[config.mk]
export PLATFORM = sky130hd
export DESIGN_NAME = mdec_rx
export DESIGN_NICKNAME = d
export VERILOG_FILES = /design/src/rtl/mdec_pkg.sv /design/src/rtl/mdec_window.sv /design/src/rtl/mdec_ctrl.sv /design/src/rtl/mdec_pack.sv /design/src/rtl/mdec_rx.sv
export SDC_FILE = /design/constraint.sdc
export NUM_CORES = 1
export LEC_CHECK = 0
export BUFFER_PORTS_ARGS = -buffer_cell sky130_fd_sc_hd__buf_2
export CAP_MARGIN = 20
export CORE_AREA = 2 2 50 52
export DETAILED_ROUTE_END_ITERATION = 8
export DIE_AREA = 0 0 52 54
export GPL_TIMING_DRIVEN = 0
export PLACE_DENSITY = 0.84
export SLEW_MARGIN = 20
export SYNTH_ARGS = -nofsm -noshare
export SYNTH_HDL_FRONTEND = slang
export SYNTH_SLANG_ARGS = --single-unit
[constraint.sdc]
create_clock -name clk -period 2.2 [get_ports clk]
set_input_delay 0.22 -clock clk [delete_from_list [all_inputs] [get_ports clk]]
set_output_delay 0.22 -clock clk [all_outputs]
set_load 0.05 [all_outputs]
[src/rtl/mdec_pkg.sv]
package mdec_pkg;

  typedef enum logic [1:0] {
    ST_HUNT = 2'd0,
    ST_SYNC = 2'd1,
    ST_DATA = 2'd2
  } mdec_state_t;

  // Eight-half-bit window, oldest half-bit in bit 7.
  localparam logic [7:0] PRE_WIN_A = 8'b0110_0110; // bits 1,0,1,0
  localparam logic [7:0] PRE_WIN_B = 8'b1001_1001; // bits 0,1,0,1
  localparam logic [7:0] IDLE_WIN  = 8'b1111_0000; // end-of-frame terminator

endpackage

[src/rtl/mdec_window.sv]
module mdec_window #(
  parameter int ZERO_RUN = 8
) (
  input  logic clk,
  input  logic rst,
  input  logic sig_ok,
  input  logic hb_stb,
  input  logic hb_val,
  output logic pre_hit,
  output logic term_hit,
  output logic zero_hit,
  output logic viol
);
  import mdec_pkg::*;

  localparam int WIN = (ZERO_RUN > 8) ? ZERO_RUN : 8;

  logic [WIN-2:0] hist;
  logic [WIN-1:0] win;

  // Window including the half-bit presented this cycle (newest in bit 0).
  assign win = {hist, hb_val};

  always_ff @(posedge clk) begin
    if (rst || !sig_ok) begin
      hist <= '0;
    end else if (hb_stb) begin
      hist <= win[WIN-2:0];
    end
  end

  assign pre_hit  = (win[7:0] == PRE_WIN_A) || (win[7:0] == PRE_WIN_B);
  assign term_hit = (win[7:0] == IDLE_WIN);
  assign zero_hit = (win[ZERO_RUN-1:0] == '0);
  assign viol     = (hist[0] == hb_val);

endmodule

[src/rtl/mdec_ctrl.sv]
module mdec_ctrl #(
  parameter int NIB_W = 4
) (
  input  logic clk,
  input  logic rst,
  input  logic sig_ok,
  input  logic hb_stb,
  input  logic hb_val,
  input  logic pre_hit,
  input  logic term_hit,
  input  logic zero_hit,
  input  logic viol,
  output logic bit_ev,
  output logic start_ev,
  output logic end_ev,
  output logic nib_last,
  output logic nib_stb
);
  import mdec_pkg::*;

  localparam int HB_PER_NIB = 2 * NIB_W;
  localparam int HCW        = $clog2(HB_PER_NIB);
  localparam int HC_MAX     = HB_PER_NIB - 1;

  mdec_state_t    st;
  logic           ph;    // 1: current strobe is the second half of a cell
  logic           prev;  // last decoded bit while following preamble
  logic [HCW-1:0] hc;
  logic           stb;
  logic           stop;

  assign stb      = hb_stb && sig_ok;
  assign stop     = term_hit || zero_hit;
  assign nib_last = (hc == HCW'(HC_MAX));
  assign end_ev   = stb && (st == ST_DATA) && stop;
  assign bit_ev   = stb && (st == ST_DATA) && ph && !stop;
  assign start_ev = stb && (st == ST_SYNC) && ph && !viol && hb_val && prev;

  always_ff @(posedge clk) begin
    if (rst) begin
      st      <= ST_HUNT;
      ph      <= 1'b0;
      prev    <= 1'b0;
      hc      <= '0;
      nib_stb <= 1'b0;
    end else begin
      nib_stb <= stb && nib_last;
      if (!sig_ok) begin
        st <= ST_HUNT;
        ph <= 1'b0;
      end else if (hb_stb) begin
        ph <= ~ph;
        hc <= nib_last ? '0 : hc + 1'b1;
        unique case (st)
          ST_HUNT: begin
            if (pre_hit) begin
              st   <= ST_SYNC;
              ph   <= 1'b0;
              prev <= hb_val;
            end
          end
          ST_SYNC: begin
            if (ph) begin
              prev <= hb_val;
              if (viol) begin
                st <= ST_HUNT;
              end else if (hb_val == prev) begin
                if (hb_val) begin
                  st <= ST_DATA;
                  hc <= '0;
                end else begin
                  st <= ST_HUNT;
                end
              end
            end
          end
          ST_DATA: begin
            if (stop) st <= ST_HUNT;
          end
          default: st <= ST_HUNT;
        endcase
      end
    end
  end

endmodule

[src/rtl/mdec_pack.sv]
module mdec_pack #(
  parameter int NIB_W = 4
) (
  input  logic             clk,
  input  logic             rst,
  input  logic             sig_ok,
  input  logic             bit_ev,
  input  logic             start_ev,
  input  logic             end_ev,
  input  logic             nib_last,
  input  logic             dbit,
  input  logic             viol,
  output logic [NIB_W-1:0] rx_nib,
  output logic             rx_vld,
  output logic             rx_err
);

  logic [NIB_W-1:0] sh;
  logic [NIB_W-1:0] nxt;
  logic             pend;

  // Shift in from the top so the earliest bit ends in bit 0.
  assign nxt = {dbit, sh[NIB_W-1:1]};

  always_ff @(posedge clk) begin
    if (rst) begin
      sh     <= '0;
      pend   <= 1'b0;
      rx_nib <= '0;
      rx_vld <= 1'b0;
      rx_err <= 1'b0;
    end else if (!sig_ok || end_ev) begin
      pend   <= 1'b0;
      rx_vld <= 1'b0;
      rx_err <= 1'b0;
    end else begin
      if (start_ev) pend <= 1'b0;
      if (bit_ev) begin
        sh <= nxt;
        if (nib_last) begin
          rx_nib <= nxt;
          rx_vld <= 1'b1;
          rx_err <= pend | viol;
          pend   <= 1'b0;
        end else begin
          pend <= pend | viol;
        end
      end
    end
  end

endmodule

[src/rtl/mdec_rx.sv]
module mdec_rx #(
  parameter int NIB_W    = 4,
  parameter int ZERO_RUN = 8
) (
  input  logic             clk,
  input  logic             rst,
  input  logic             hb_stb,
  input  logic             hb_val,
  input  logic             sig_ok,
  output logic             nib_stb,
  output logic [NIB_W-1:0] rx_nib,
  output logic             rx_vld,
  output logic             rx_err
);

  logic pre_hit, term_hit, zero_hit, viol;
  logic bit_ev, start_ev, end_ev, nib_last;

  mdec_window #(.ZERO_RUN(ZERO_RUN)) u_win (
    .clk      (clk),
    .rst      (rst),
    .sig_ok   (sig_ok),
    .hb_stb   (hb_stb),
    .hb_val   (hb_val),
    .pre_hit  (pre_hit),
    .term_hit (term_hit),
    .zero_hit (zero_hit),
    .viol     (viol)
  );

  mdec_ctrl #(.NIB_W(NIB_W)) u_ctrl (
    .clk      (clk),
    .rst      (rst),
    .sig_ok   (sig_ok),
    .hb_stb   (hb_stb),
    .hb_val   (hb_val),
    .pre_hit  (pre_hit),
    .term_hit (term_hit),
    .zero_hit (zero_hit),
    .viol     (viol),
    .bit_ev   (bit_ev),
    .start_ev (start_ev),
    .end_ev   (end_ev),
    .nib_last (nib_last),
    .nib_stb  (nib_stb)
  );

  mdec_pack #(.NIB_W(NIB_W)) u_pack (
    .clk      (clk),
    .rst      (rst),
    .sig_ok   (sig_ok),
    .bit_ev   (bit_ev),
    .start_ev (start_ev),
    .end_ev   (end_ev),
    .nib_last (nib_last),
    .dbit     (hb_val),
    .viol     (viol),
    .rx_nib   (rx_nib),
    .rx_vld   (rx_vld),
    .rx_err   (rx_err)
  );

endmodule

==> impl_metrics.env <==
export IMPL_synth_seq_cells=25
export IMPL_first_iter_violations=7
export IMPL_start_kind="flip-flop"
export IMPL_timing_critical_path_cells="inv_1 > ha_1 > nor3b_1 > nand4_1 > and2_1 > buf_4 > mux2_1 > o31ai_1"
export IMPL_setup_violations=0
export IMPL_clockBufferDepth=2
export IMPL_ctsHoldBuffers=0
export IMPL_routed_wl_mm=2.35
export IMPL_grt_start_max_net_pins=15
export IMPL_start_util_pct=53.2
export IMPL_crit_start="u_win.hist[0]"
export IMPL_yosysTopAreaCellShare_pct=40.6
export IMPL_yosysUniqueCellTypes=35
export IMPL_wl_per_cell_um=13.3
export IMPL_max_freq_mhz=520
export IMPL_skew_ps=3.54
export IMPL_busiest_layer="met2"
export IMPL_grt_use_met1_pct=22.0
export IMPL_synth_compound_area_share_pct=9.03
export IMPL_slowest_delay_ps=360
export IMPL_ir_worst_vdd_uv=362
export IMPL_powerDensity_nw_per_um2=527
export IMPL_io_pin_count=12
export IMPL_ant_nets=0
export IMPL_grt_pass1_vias=925
export IMPL_worstHoldStart="rst"
export IMPL_hp_class="input pin to flip-flop"
export IMPL_grt_pass1_wl_mm=3.91
export IMPL_synth_cell_area_sq_um=1230
export IMPL_synth_mux_area_share_pct=13.9
export IMPL_antenna_cells=0
export IMPL_nFillCells=209
export IMPL_portBuffers=11
export IMPL_globalRouteOverflowTotal=0
export IMPL_route_detailed_drc=0
export IMPL_final_min_clock_period_ps=1920
export IMPL_yosysSeqAreaShare_pct=40.6
export IMPL_cts_tree="done"
export IMPL_cts_buffers=3
export IMPL_grt_setup_unrepaired="false"
export IMPL_yosys_area_top_type="dfxtp_1"
export IMPL_cp_num_buf_inv=2
export IMPL_cp_top_family="simple AND/OR/NAND/NOR gates"
export IMPL_p_leak_nw=0.547
export IMPL_synth_simple_gate_area_share_pct=27.6
export IMPL_synth_avg_cell_area_sq_um=9.42
export IMPL_path_max_fanout=5
export IMPL_cts_resized=0
export IMPL_cts_sinks=25
export IMPL_p_sw_uw=172
export IMPL_p_total_uw=714
export IMPL_synth_area_leaders="dfxtp_1 41%, mux2i_1 13%, nor2_1 6.4%, ha_1 5.1%, nand2_1 3.3%"
export IMPL_htreeDepth=1
export IMPL_die_h_um=54
export IMPL_hpwlAfterDp_mm=1.72
export IMPL_cap_viol_max_count=0
export IMPL_reg2reg_slack_ps=280
export IMPL_grt_total_usage_pct=19.2
export IMPL_antenna_found_initial=0
export IMPL_hold_depth=2
export IMPL_nets=157
export IMPL_worstSetupPathType="flip-flop to flip-flop"
export IMPL_hold_end="u_ctrl.hc[0]"
export IMPL_grt_util_met2_pct=32.3
export IMPL_combPwrFrac_pct=6.6
export IMPL_drive_gt1_share_pct=17.1
export IMPL_viasPerCell=5.43
export IMPL_core_sq_um=2320
export IMPL_gp_congestion=0.813
export IMPL_clk_latency_ps=320
export IMPL_p_int_uw=542
export IMPL_synth_top_family_by_area="simple AND/OR/NAND/NOR gates"
export IMPL_synth_adder_area_share_pct=5.07
export IMPL_synthCells=131
export IMPL_rows=18
export IMPL_root_buffer="clkbuf_4"
export IMPL_endpoint_kind="flip-flop"
export IMPL_rr_endpoint="u_pack.pend"
export IMPL_clock_power_share_pct=28.9
export IMPL_reg2reg_from="u_win.hist[0]"
export IMPL_tightest_slew_ps=464
export IMPL_synth_nets=141
export IMPL_synth_xor_area_share_pct=0.710
export IMPL_outcome="complete, no violations"
export IMPL_required_ps=2450
export IMPL_critPathSlowestCell="dfxtp_1"
export IMPL_p_sw_share_pct=24.1
export IMPL_finalCritPeriodShare_pct=87.4
export IMPL_die_area_sq_um=2810
export IMPL_ff2ff_path_depth=8
export IMPL_layout_area_overhead_vs_synth_pct=9.74
export IMPL_arrival_ps=2170
export IMPL_cts_clk_slew_worst_paths_ps=140
export IMPL_seqPwrFrac_pct=64.4
export IMPL_tns_ps=0
export IMPL_layout_commonest_cell="dfxtp_1"
export IMPL_firstDrtPassIters=4
export IMPL_slew_viol_final=0
export IMPL_global_route_usage_met3_pct=2.22
export IMPL_layout_common_cells="25 x dfxtp_1, 21 x nor2_1, 16 x mux2i_1"
export IMPL_via_count=956
export IMPL_dieWidth_um=52
export IMPL_finalHoldViolCount=0
export IMPL_max_slew_margin_pct=68.7
export IMPL_postCtsSetupBuffers=0
export IMPL_ys_warn_count=0
## state kept, by name (all words and copies together) (netlist names)
register and flops:
u_ctrl.hc 3, u_pack.rx_err 1, u_pack.rx_vld 1, u_ctrl.prev 1, u_ctrl.st 2, u_win.hist 7, u_pack.sh 3, u_ctrl.ph 1
u_pack.rx_nib 4, u_ctrl.nib_stb 1, u_pack.pend 1
## kinds of logic after synthesis
family,Yosys count
flip-flops,25
AND/OR/NAND/NOR,60
AO/OA/AOI/OAI,15
buffers and inverters,8
adder cells (fa/ha/maj),5
XOR/XNOR,1
multiplexers,17
## stage by stage
stage / hold WS, ps / std cells / util [%] / instance area (sq um) / worst slack [ps]
finish: 87.3 / 176 / 58.4 / 1350 / 276
global route: 81.9 / 176 / 58.4 / 1350 / 146
CTS: 81.8 / 176 / 58.4 / 1350 / 274
detailed placement: 438 / 172 / 57.2 / 1330 / 71.6
global placement: 429 / 172 / 57.2 / 1330 / 118
floorplan: 289 / 131 / - / 1230 / 426
## metal layers
metal | vias to the layer above | part of all wire, % | routed length [um]
met4 | 0 | 2.5 | 58
met2 | 19 | 49 | 1150
li1 | 484 | - | -
met5 | - | 0 | 0
met3 | 4 | 2.9 | 67
met1 | 449 | 46 | 1080
## synthesized netlist by cell type (all sizes together)
cell,n
nand2,11
nand4,2
and4b,2
or4b,1
dfxtp,25
nor2b,3
or4,1
xor2,1
nor3b,3
inv,3
o21a,1
mux2,1
o21ai,2
o31ai,1
nand3,5
clkbuf,2
a21bo,1
mux2i,16
and2,2
nand2b,5
ha,5
nand4b,2
a31oi,1
buf,3
o2bb2ai,1
and3,2
nor2,21
a211oi,1
a311oi,1
a21oi,6
## power by group through the flow
stage / clock, mW / sequential [mW] / combinational, mW
after floorplan: 0 / 0.468 / 0.0325
after CTS: 0.213 / 0.460 / 0.0474
after detailed placement: 0 / 0.470 / 0.0468
after global placement: 0 / 0.469 / 0.0450
after global routing: 0.234 / 0.460 / 0.0522
final: 0.207 / 0.460 / 0.0474
## layout make-up
type	count	area, sq um	share of cell area, %
flip-flops and latches	25	500	37.0
clock inverters	1	5.00	0.370
clock buffers	3	22.5	1.66
inverters	3	11.3	0.832
plain buffers	5	27.5	2.03
well taps	30	37.5	2.77
repair buffers	11	55.1	4.07
multi-input cells	98	694	51.3
## how the worst max path moves through the flow
| stage | endpoint | slack [ps] | cells after the start |
|---|---|---|---|
| floorplan | u_pack.pend | 430 | 9 |
| global placement | u_pack.pend | 120 | 10 |
| detailed placement | u_pack.pend | 70 | 9 |
| CTS | u_pack.pend | 270 | 8 |
| global route | u_pack.pend | 150 | 8 |
| finish | u_pack.pend | 280 | 8 |
Power figures use the tool's default switching activity.
